**config.mk**
```make
export PLATFORM = sky130hd
export DESIGN_NAME = gamma_palette
export DESIGN_NICKNAME = d
export VERILOG_FILES = /design/src/rtl/gamma_palette.sv
export SDC_FILE = /design/constraint.sdc
export NUM_CORES = 2
export LEC_CHECK = 0
export BUFFER_PORTS_ARGS = -buffer_cell sky130_fd_sc_hd__buf_2
export CORE_MARGIN = 2
export CORE_UTILIZATION = 47
export DETAILED_ROUTE_END_ITERATION = 6
export PLACE_DENSITY = 0.7
export SLEW_MARGIN = 10
export SYNTH_ARGS = -nofsm -noshare
export SYNTH_HDL_FRONTEND = slang
export SYNTH_SLANG_ARGS = --single-unit
```
**constraint.sdc**
```tcl
create_clock -name clk -period 54.9 [get_ports clk]
set_input_delay 2.745 -clock clk [delete_from_list [all_inputs] [get_ports clk]]
set_output_delay 2.745 -clock clk [all_outputs]
set_load 0.01 [all_outputs]
```
**src/rtl/gamma_palette.sv**
```systemverilog
module gamma_palette #(
  parameter int AW = 5
) (
  input  logic        clk,
  input  logic        rst_n,
  input  logic        reg_we,
  input  logic [2:0]  reg_sel,
  input  logic [31:0] reg_wdata,
  input  logic        pix_valid,
  input  logic [10:0] pix_r,
  input  logic [10:0] pix_g,
  input  logic [10:0] pix_b,
  output logic        out_valid,
  output logic [15:0] out_r,
  output logic [15:0] out_g,
  output logic [15:0] out_b
);
  localparam int DEPTH = 1 << AW;
  localparam int HALF  = DEPTH / 2;
  localparam int HW    = AW - 1;
  localparam int FB    = 10 - AW;
  localparam int FBH   = 10 - HW;

  logic [29:0]   mem [DEPTH];
  logic [AW-1:0] idx;
  logic          auto_inc, split_on;
  logic [15:0]   maxv [3];
  logic [10:0]   pin  [3];
  logic [9:0]    dg   [3];
  logic [9:0]    gv   [3];
  logic [15:0]   res  [3];
  logic [15:0]   oreg [3];

  wire wr_idx  = reg_we && reg_sel == 3'd0;
  wire wr_data = reg_we && reg_sel == 3'd1;

  assign pin[2] = pix_r;
  assign pin[1] = pix_g;
  assign pin[0] = pix_b;
  assign out_r = oreg[2];
  assign out_g = oreg[1];
  assign out_b = oreg[0];

  function automatic logic [9:0] lin_entry(input int i);
    return 10'((i * 1023) / (DEPTH - 1));
  endfunction

  function automatic logic [9:0] seg_lookup(input int ch, input logic upper,
                                            input logic half, input logic [9:0] x);
    logic [AW-1:0] i0, i1;
    logic [9:0] lo, hi;
    logic last;
    int f, fb, d;
    if (half) begin
      i0   = {upper, x[9:FBH]};
      f    = int'(x[FBH-1:0]);
      fb   = FBH;
      last = (x[9:FBH] == HW'(HALF - 1));
    end else begin
      i0   = x[9:FB];
      f    = int'(x[FB-1:0]);
      fb   = FB;
      last = (i0 == AW'(DEPTH - 1));
    end
    i1 = last ? i0 : AW'(i0 + 1'b1);
    lo = mem[i0][ch*10 +: 10];
    hi = mem[i1][ch*10 +: 10];
    d  = int'(hi) - int'(lo);
    return 10'(int'(lo) + ((d * f) >>> fb));
  endfunction

  always_comb begin
    for (int c = 0; c < 3; c++) begin
      dg[c]  = split_on ? seg_lookup(c, 1'b0, 1'b1, pin[c][9:0]) : pin[c][9:0];
      gv[c]  = split_on ? seg_lookup(c, 1'b1, 1'b1, dg[c])
                        : seg_lookup(c, 1'b0, 1'b0, pin[c][9:0]);
      res[c] = pin[c][10] ? maxv[c] : {gv[c], 6'b0};
    end
  end

  always_ff @(posedge clk or negedge rst_n) begin
    if (!rst_n) begin
      idx       <= '0;
      auto_inc  <= 1'b0;
      split_on  <= 1'b0;
      out_valid <= 1'b0;
      for (int c = 0; c < 3; c++) begin
        maxv[c] <= 16'hFFFF;
        oreg[c] <= '0;
      end
      for (int i = 0; i < DEPTH; i++)
        mem[i] <= {lin_entry(i), lin_entry(i), lin_entry(i)};
    end else begin
      out_valid <= pix_valid;
      if (pix_valid)
        for (int c = 0; c < 3; c++) oreg[c] <= res[c];
      if (reg_we) begin
        case (reg_sel)
          3'd0: begin
            split_on <= reg_wdata[30];
            auto_inc <= reg_wdata[31];
            if (!reg_wdata[31]) idx <= reg_wdata[AW-1:0];
          end
          3'd1: begin
            mem[idx] <= reg_wdata[29:0];
            if (auto_inc) idx <= AW'(idx + 1'b1);
          end
          3'd2: maxv[2] <= reg_wdata[15:0];
          3'd3: maxv[1] <= reg_wdata[15:0];
          3'd4: maxv[0] <= reg_wdata[15:0];
          default: ;
        endcase
      end
    end
  end

  assert_valid_follows_R7: assert property (@(posedge clk) disable iff (!rst_n)
    pix_valid |=> out_valid);
  assert_idle_hold_R7: assert property (@(posedge clk) disable iff (!rst_n)
    !pix_valid |=> !out_valid && $stable(out_r) && $stable(out_g) && $stable(out_b));
  assert_clamp_red_R10: assert property (@(posedge clk) disable iff (!rst_n)
    pix_valid && pix_r[10] |=> out_r == $past(maxv[2]));
  assert_table_grain_R8: assert property (@(posedge clk) disable iff (!rst_n)
    pix_valid && !pix_g[10] |=> out_g[5:0] == 6'd0);
  assert_auto_step_R3: assert property (@(posedge clk) disable iff (!rst_n)
    wr_data && auto_inc |=> idx == AW'($past(idx) + 1'b1));
  assert_field_ignored_R4: assert property (@(posedge clk) disable iff (!rst_n)
    wr_idx && reg_wdata[31] |=> $stable(idx) && auto_inc);
  assert_plain_load_R5: assert property (@(posedge clk) disable iff (!rst_n)
    wr_idx && !reg_wdata[31] |=> !auto_inc && idx == $past(reg_wdata[AW-1:0]));
endmodule

```
==> summary by stage <==
Synthesis
The number of distinct standard cells referenced by the synthesized netlist is 95. In this run, synthesis inferred 0 flip-flops with an integrated enable. Yosys attributes the largest share of cell area to sky130_fd_sc_hd__mux4_2 (17%), sky130_fd_sc_hd__dfstp_2 (14%), sky130_fd_sc_hd__dfrtp_1 (14%). The share of synthesized flip-flops with an asynchronous set or reset is 100%.

The area share of the largest cell type after synthesis is 17.4%. The count of state elements after synthesis is 1064. Counting every net in the synthesized netlist gives 9889. The mean post-synth cell area is 10.8 sq um. The commonest register cell after synthesis is sky130_fd_sc_hd__dfrtp_1. The cell type with the highest aggregate area in the netlist is sky130_fd_sc_hd__mux4_2.

The total standard cell area after synthesis is between 90000 and 100000 sq um. Yosys printed 0 warnings. For this run, the register share of the synthesized area comes to 27.9%. The number of cells produced by synthesis is approximately 9000.

Status
The final reports fail on DRC. The flow ran to the end, but the final reports show violations.

Route
Using the TritonRoute via totals, the vias-per-cell ratio works out to 6.68. The number of detailed-route iterations in the first pass is 7. The detailed router finished its first iteration with a little under 9000 violations. The via count is 77300. For this block, the routed nets add up to about 320000 microns of wire.

The per-cell routed wire length is ~28 microns. The number of nets still failing antenna checks after routing is 0. After detailed routing, the number of remaining DRC violations is 11.

STA
Setup repair after global routing left no endpoint under its margin. Setup violations remaining at the end of the flow were counted as 0. Subtracting the final worst setup slack from the clock period gives between 20 and 25 ns.

The final count of pins violating max slew came to 0. At the pin with the least slew margin, the transition time is ~1.3 ns. The worst-case clock skew is a little over 0.06 ns. The setup total negative slack is 0 ns. The number of failing hold endpoints at the final stage is 0. Based on the critical path, the design can be clocked at up to 41.7 MHz. The worst slew margin relative to its limit is roughly 10%. The final worst slack is between 30 and 40 ns. The final period utilization is a little over two fifths.

CTS
The clock latency at the later pin of the worst-skew pair is between 0.8 and 0.9 ns. For this design, the CTS-stage hold fixing added 0 buffers. The maximum buffer depth of the clock tree is 3. Buffers inserted during clock tree synthesis total 117.

Clock tree synthesis selected as its root buffer the cell sky130_fd_sc_hd__clkbuf_16. The clock sink count is between 1000 and 1500. The number of H-tree levels is 3. The register clock-pin slew on the reported worst setup and hold paths is ~0.06 ns.

In this run the post-CTS setup repair buffer count came out at 0. TritonCTS built the clock tree. The count of cells resized by post-cts repair is 0.

Setup path
The critical path endpoint category is a flop. The maximum fanout encountered on the critical timing path is 40. The critical path's most frequent cell is sky130_fd_sc_hd__fa_1. In this run the critical register-to-register path is launched from mem[580]. For the worst setup path, the data required time is 55.59 ns.

The largest single stage delay on the critical path is approximately 0.70 ns. The worst setup path is launched from a primary input. The start point of the critical path is pix_g[7]. The slowest stage of the critical path is the sky130_fd_sc_hd__or4_1 cell. The data arrival time at the worst-slack endpoint is around 25 ns.

The critical path is of the in -> reg type.

Finish
After the last flow step, the layout net total stands at roughly 9600. The fraction of final layout cells sized beyond drive strength 1 is 34.2%. Summing all flip-flop and latch instances after layout gives 27300 sq um.

The synthesis-to-layout area growth is 7.64%. The combined area of the multi-input logic cells is between 60000 and 70000 sq um. The count of fill cells added during filler insertion is 17900.

Global routing
The via count of the first global-routing pass was just under 80000. The global-route wire length before repair is ~500000 microns. The overall track demand over capacity in global routing is between 30 and 40%. Entering global routing, the biggest net connects 173 pins. For this run the aggregate overflow at the end of global routing stands at 0.

The number of antenna violations at the first check in global routing was 22.

Placement
The weighted congestion at the end of routability-driven global placement is ~0.95. Port buffering added between 100 and 150 buffers. At the placement stage, the worst setup path has a slack of just over 30 ns. The post-detailed-placement half-perimeter wirelength is about 210000 microns.

Flow run
The count of maximum capacitance violations is 0.

Die
The starting utilization of the core area is between 40 and 50%. The floorplan has about 170 rows. The die covers roughly 210000 sq um.

The die is between 400 and 500 microns wide. The I/O pin total is roughly 120. The die outline height is between 400 and 500 microns. The area of the core is 207000 sq um.

Hold path
The worst hold path begins at out_r[6]. The min-delay analysis places its worst path in the category reg -> reg.
-- synth_stat cells, types with 39 or more instances --
cell and count:
sky130_fd_sc_hd__mux2i_1 306, sky130_fd_sc_hd__and3_1 82, sky130_fd_sc_hd__fa_1 354, sky130_fd_sc_hd__a21oi_1 254, sky130_fd_sc_hd__o211ai_1 39, sky130_fd_sc_hd__clkbuf_1 547
sky130_fd_sc_hd__nor2_1 488, sky130_fd_sc_hd__a31oi_1 77, sky130_fd_sc_hd__a21o_1 93, sky130_fd_sc_hd__mux4_2 753, sky130_fd_sc_hd__xnor2_1 180, sky130_fd_sc_hd__xor2_1 69
sky130_fd_sc_hd__dfstp_2 528, sky130_fd_sc_hd__nor2b_1 100, sky130_fd_sc_hd__and2_1 206, sky130_fd_sc_hd__o21ai_0 258, sky130_fd_sc_hd__nor3_1 82, sky130_fd_sc_hd__o22ai_1 42
sky130_fd_sc_hd__buf_1 95, sky130_fd_sc_hd__nand2_1 991, sky130_fd_sc_hd__dfrtp_1 536, sky130_fd_sc_hd__ha_1 428, sky130_fd_sc_hd__nand3_1 194, sky130_fd_sc_hd__a211oi_1 64
sky130_fd_sc_hd__o21a_1 49, sky130_fd_sc_hd__mux2_2 1126, sky130_fd_sc_hd__nand2b_1 80, sky130_fd_sc_hd__inv_1 608
-- logic make-up (layout without fill, tap and decap cells) --
group                      Yosys count  in the layout  synth area share [%]
DFF                               1064           1064                  27.9
adders and majority gates          782            782                  12.7
buffers and inverters             1297           1122                  5.08
AOI/OAI and AO/OA                 1128           1128                  7.51
xor gates and xnor gates           257            257                  2.41
other                                0              3                     0
muxes                             2186           2186                  33.5
and+or+nand+nor                   2321           2321                  10.8
-- state kept, by name (all words and copies together), names as in the netlist --
name	cells
idx	5
out_valid	1
maxv	48
out_b	16
out_g	16
split_on	1
auto_inc	1
mem	960
out_r	16
-- layout make-up --
class | count | share of cell area, %
clock buffer | 153 | 3.14
multi-input combinational | 6674 | 62.7
timing repair buffer | 277 | 1.79
tap | 2704 | 3.22
sequential | 1064 | 26.0
antenna | 3 | 0.00714
clock inverter | 71 | 0.975
inverter | 621 | 2.22
-- stage by stage --
stage               utilization [%]  instances  hold WS, ns  area, sq um
floorplan                         -       9035        0.481        97700
detailed placement             48.7      11300        0.492       101000
CTS                            50.8      11600        0.509       105000
finish                         50.8      11600        0.510       105000
global route                   50.8      11600        0.521       105000
global placement               48.7      11300        0.490       101000
-- worst max-delay path: cells and delay by family --
kind	cells	cell delay (ns)
fa+ha+maj	17	7.03
compound gates	23	5.14
simple gates	15	3.55
buf+inv	10	2.85
xor+xnor	8	1.87
mux	3	1.39
-- routing by layer --
metal	wire, microns	vias up	GRT usage [%]
li1	-	32100	-
met1	119000	39100	38.2
met2	146000	4785	47.4
met3	36700	1253	8.51
met4	21500	30	17.4
met5	208	-	0
-- worst paths after layout --
kind,endpoint,slack [ns],cells past startpoint
max,out_g[15],30.95,76
min,out_r[6],0.51,1
max reg2reg,out_g[15],34.56,71
min reg2reg,out_r[6],0.51,1
max in group asynchronous,mem[268],48.76,5
min in group asynchronous,mem[887],2.00,1
-- placed cells by master (no fill, tap or decap), types with 30 or more instances in the layout --
cell type and instances:
sky130_fd_sc_hd__mux2_2 1126, sky130_fd_sc_hd__nand2_1 959, sky130_fd_sc_hd__mux4_2 753, sky130_fd_sc_hd__inv_1 605, sky130_fd_sc_hd__dfrtp_1 535, sky130_fd_sc_hd__dfstp_2 528, sky130_fd_sc_hd__nor2_1 483, sky130_fd_sc_hd__ha_1 428
sky130_fd_sc_hd__fa_1 354, sky130_fd_sc_hd__mux2i_1 297, sky130_fd_sc_hd__o21ai_0 256, sky130_fd_sc_hd__a21oi_1 252, sky130_fd_sc_hd__and2_1 206, sky130_fd_sc_hd__nand3_1 194, sky130_fd_sc_hd__xnor2_1 178, sky130_fd_sc_hd__buf_4 156
sky130_fd_sc_hd__clkbuf_16 118, sky130_fd_sc_hd__buf_2 110, sky130_fd_sc_hd__nor2b_1 100, sky130_fd_sc_hd__a21o_1 92, sky130_fd_sc_hd__nor3_1 81, sky130_fd_sc_hd__and3_1 81, sky130_fd_sc_hd__nand2b_1 80, sky130_fd_sc_hd__a31oi_1 74
sky130_fd_sc_hd__a211oi_1 63, sky130_fd_sc_hd__xor2_1 63, sky130_fd_sc_hd__o21a_1 49, sky130_fd_sc_hd__o22ai_1 42, sky130_fd_sc_hd__o211ai_1 39, sky130_fd_sc_hd__o221ai_1 32, sky130_fd_sc_hd__a32oi_1 30
Power is left out: the tool's default activity adds up to more than one toggle a clock period on the data nets, which glitch-free logic cannot reach.
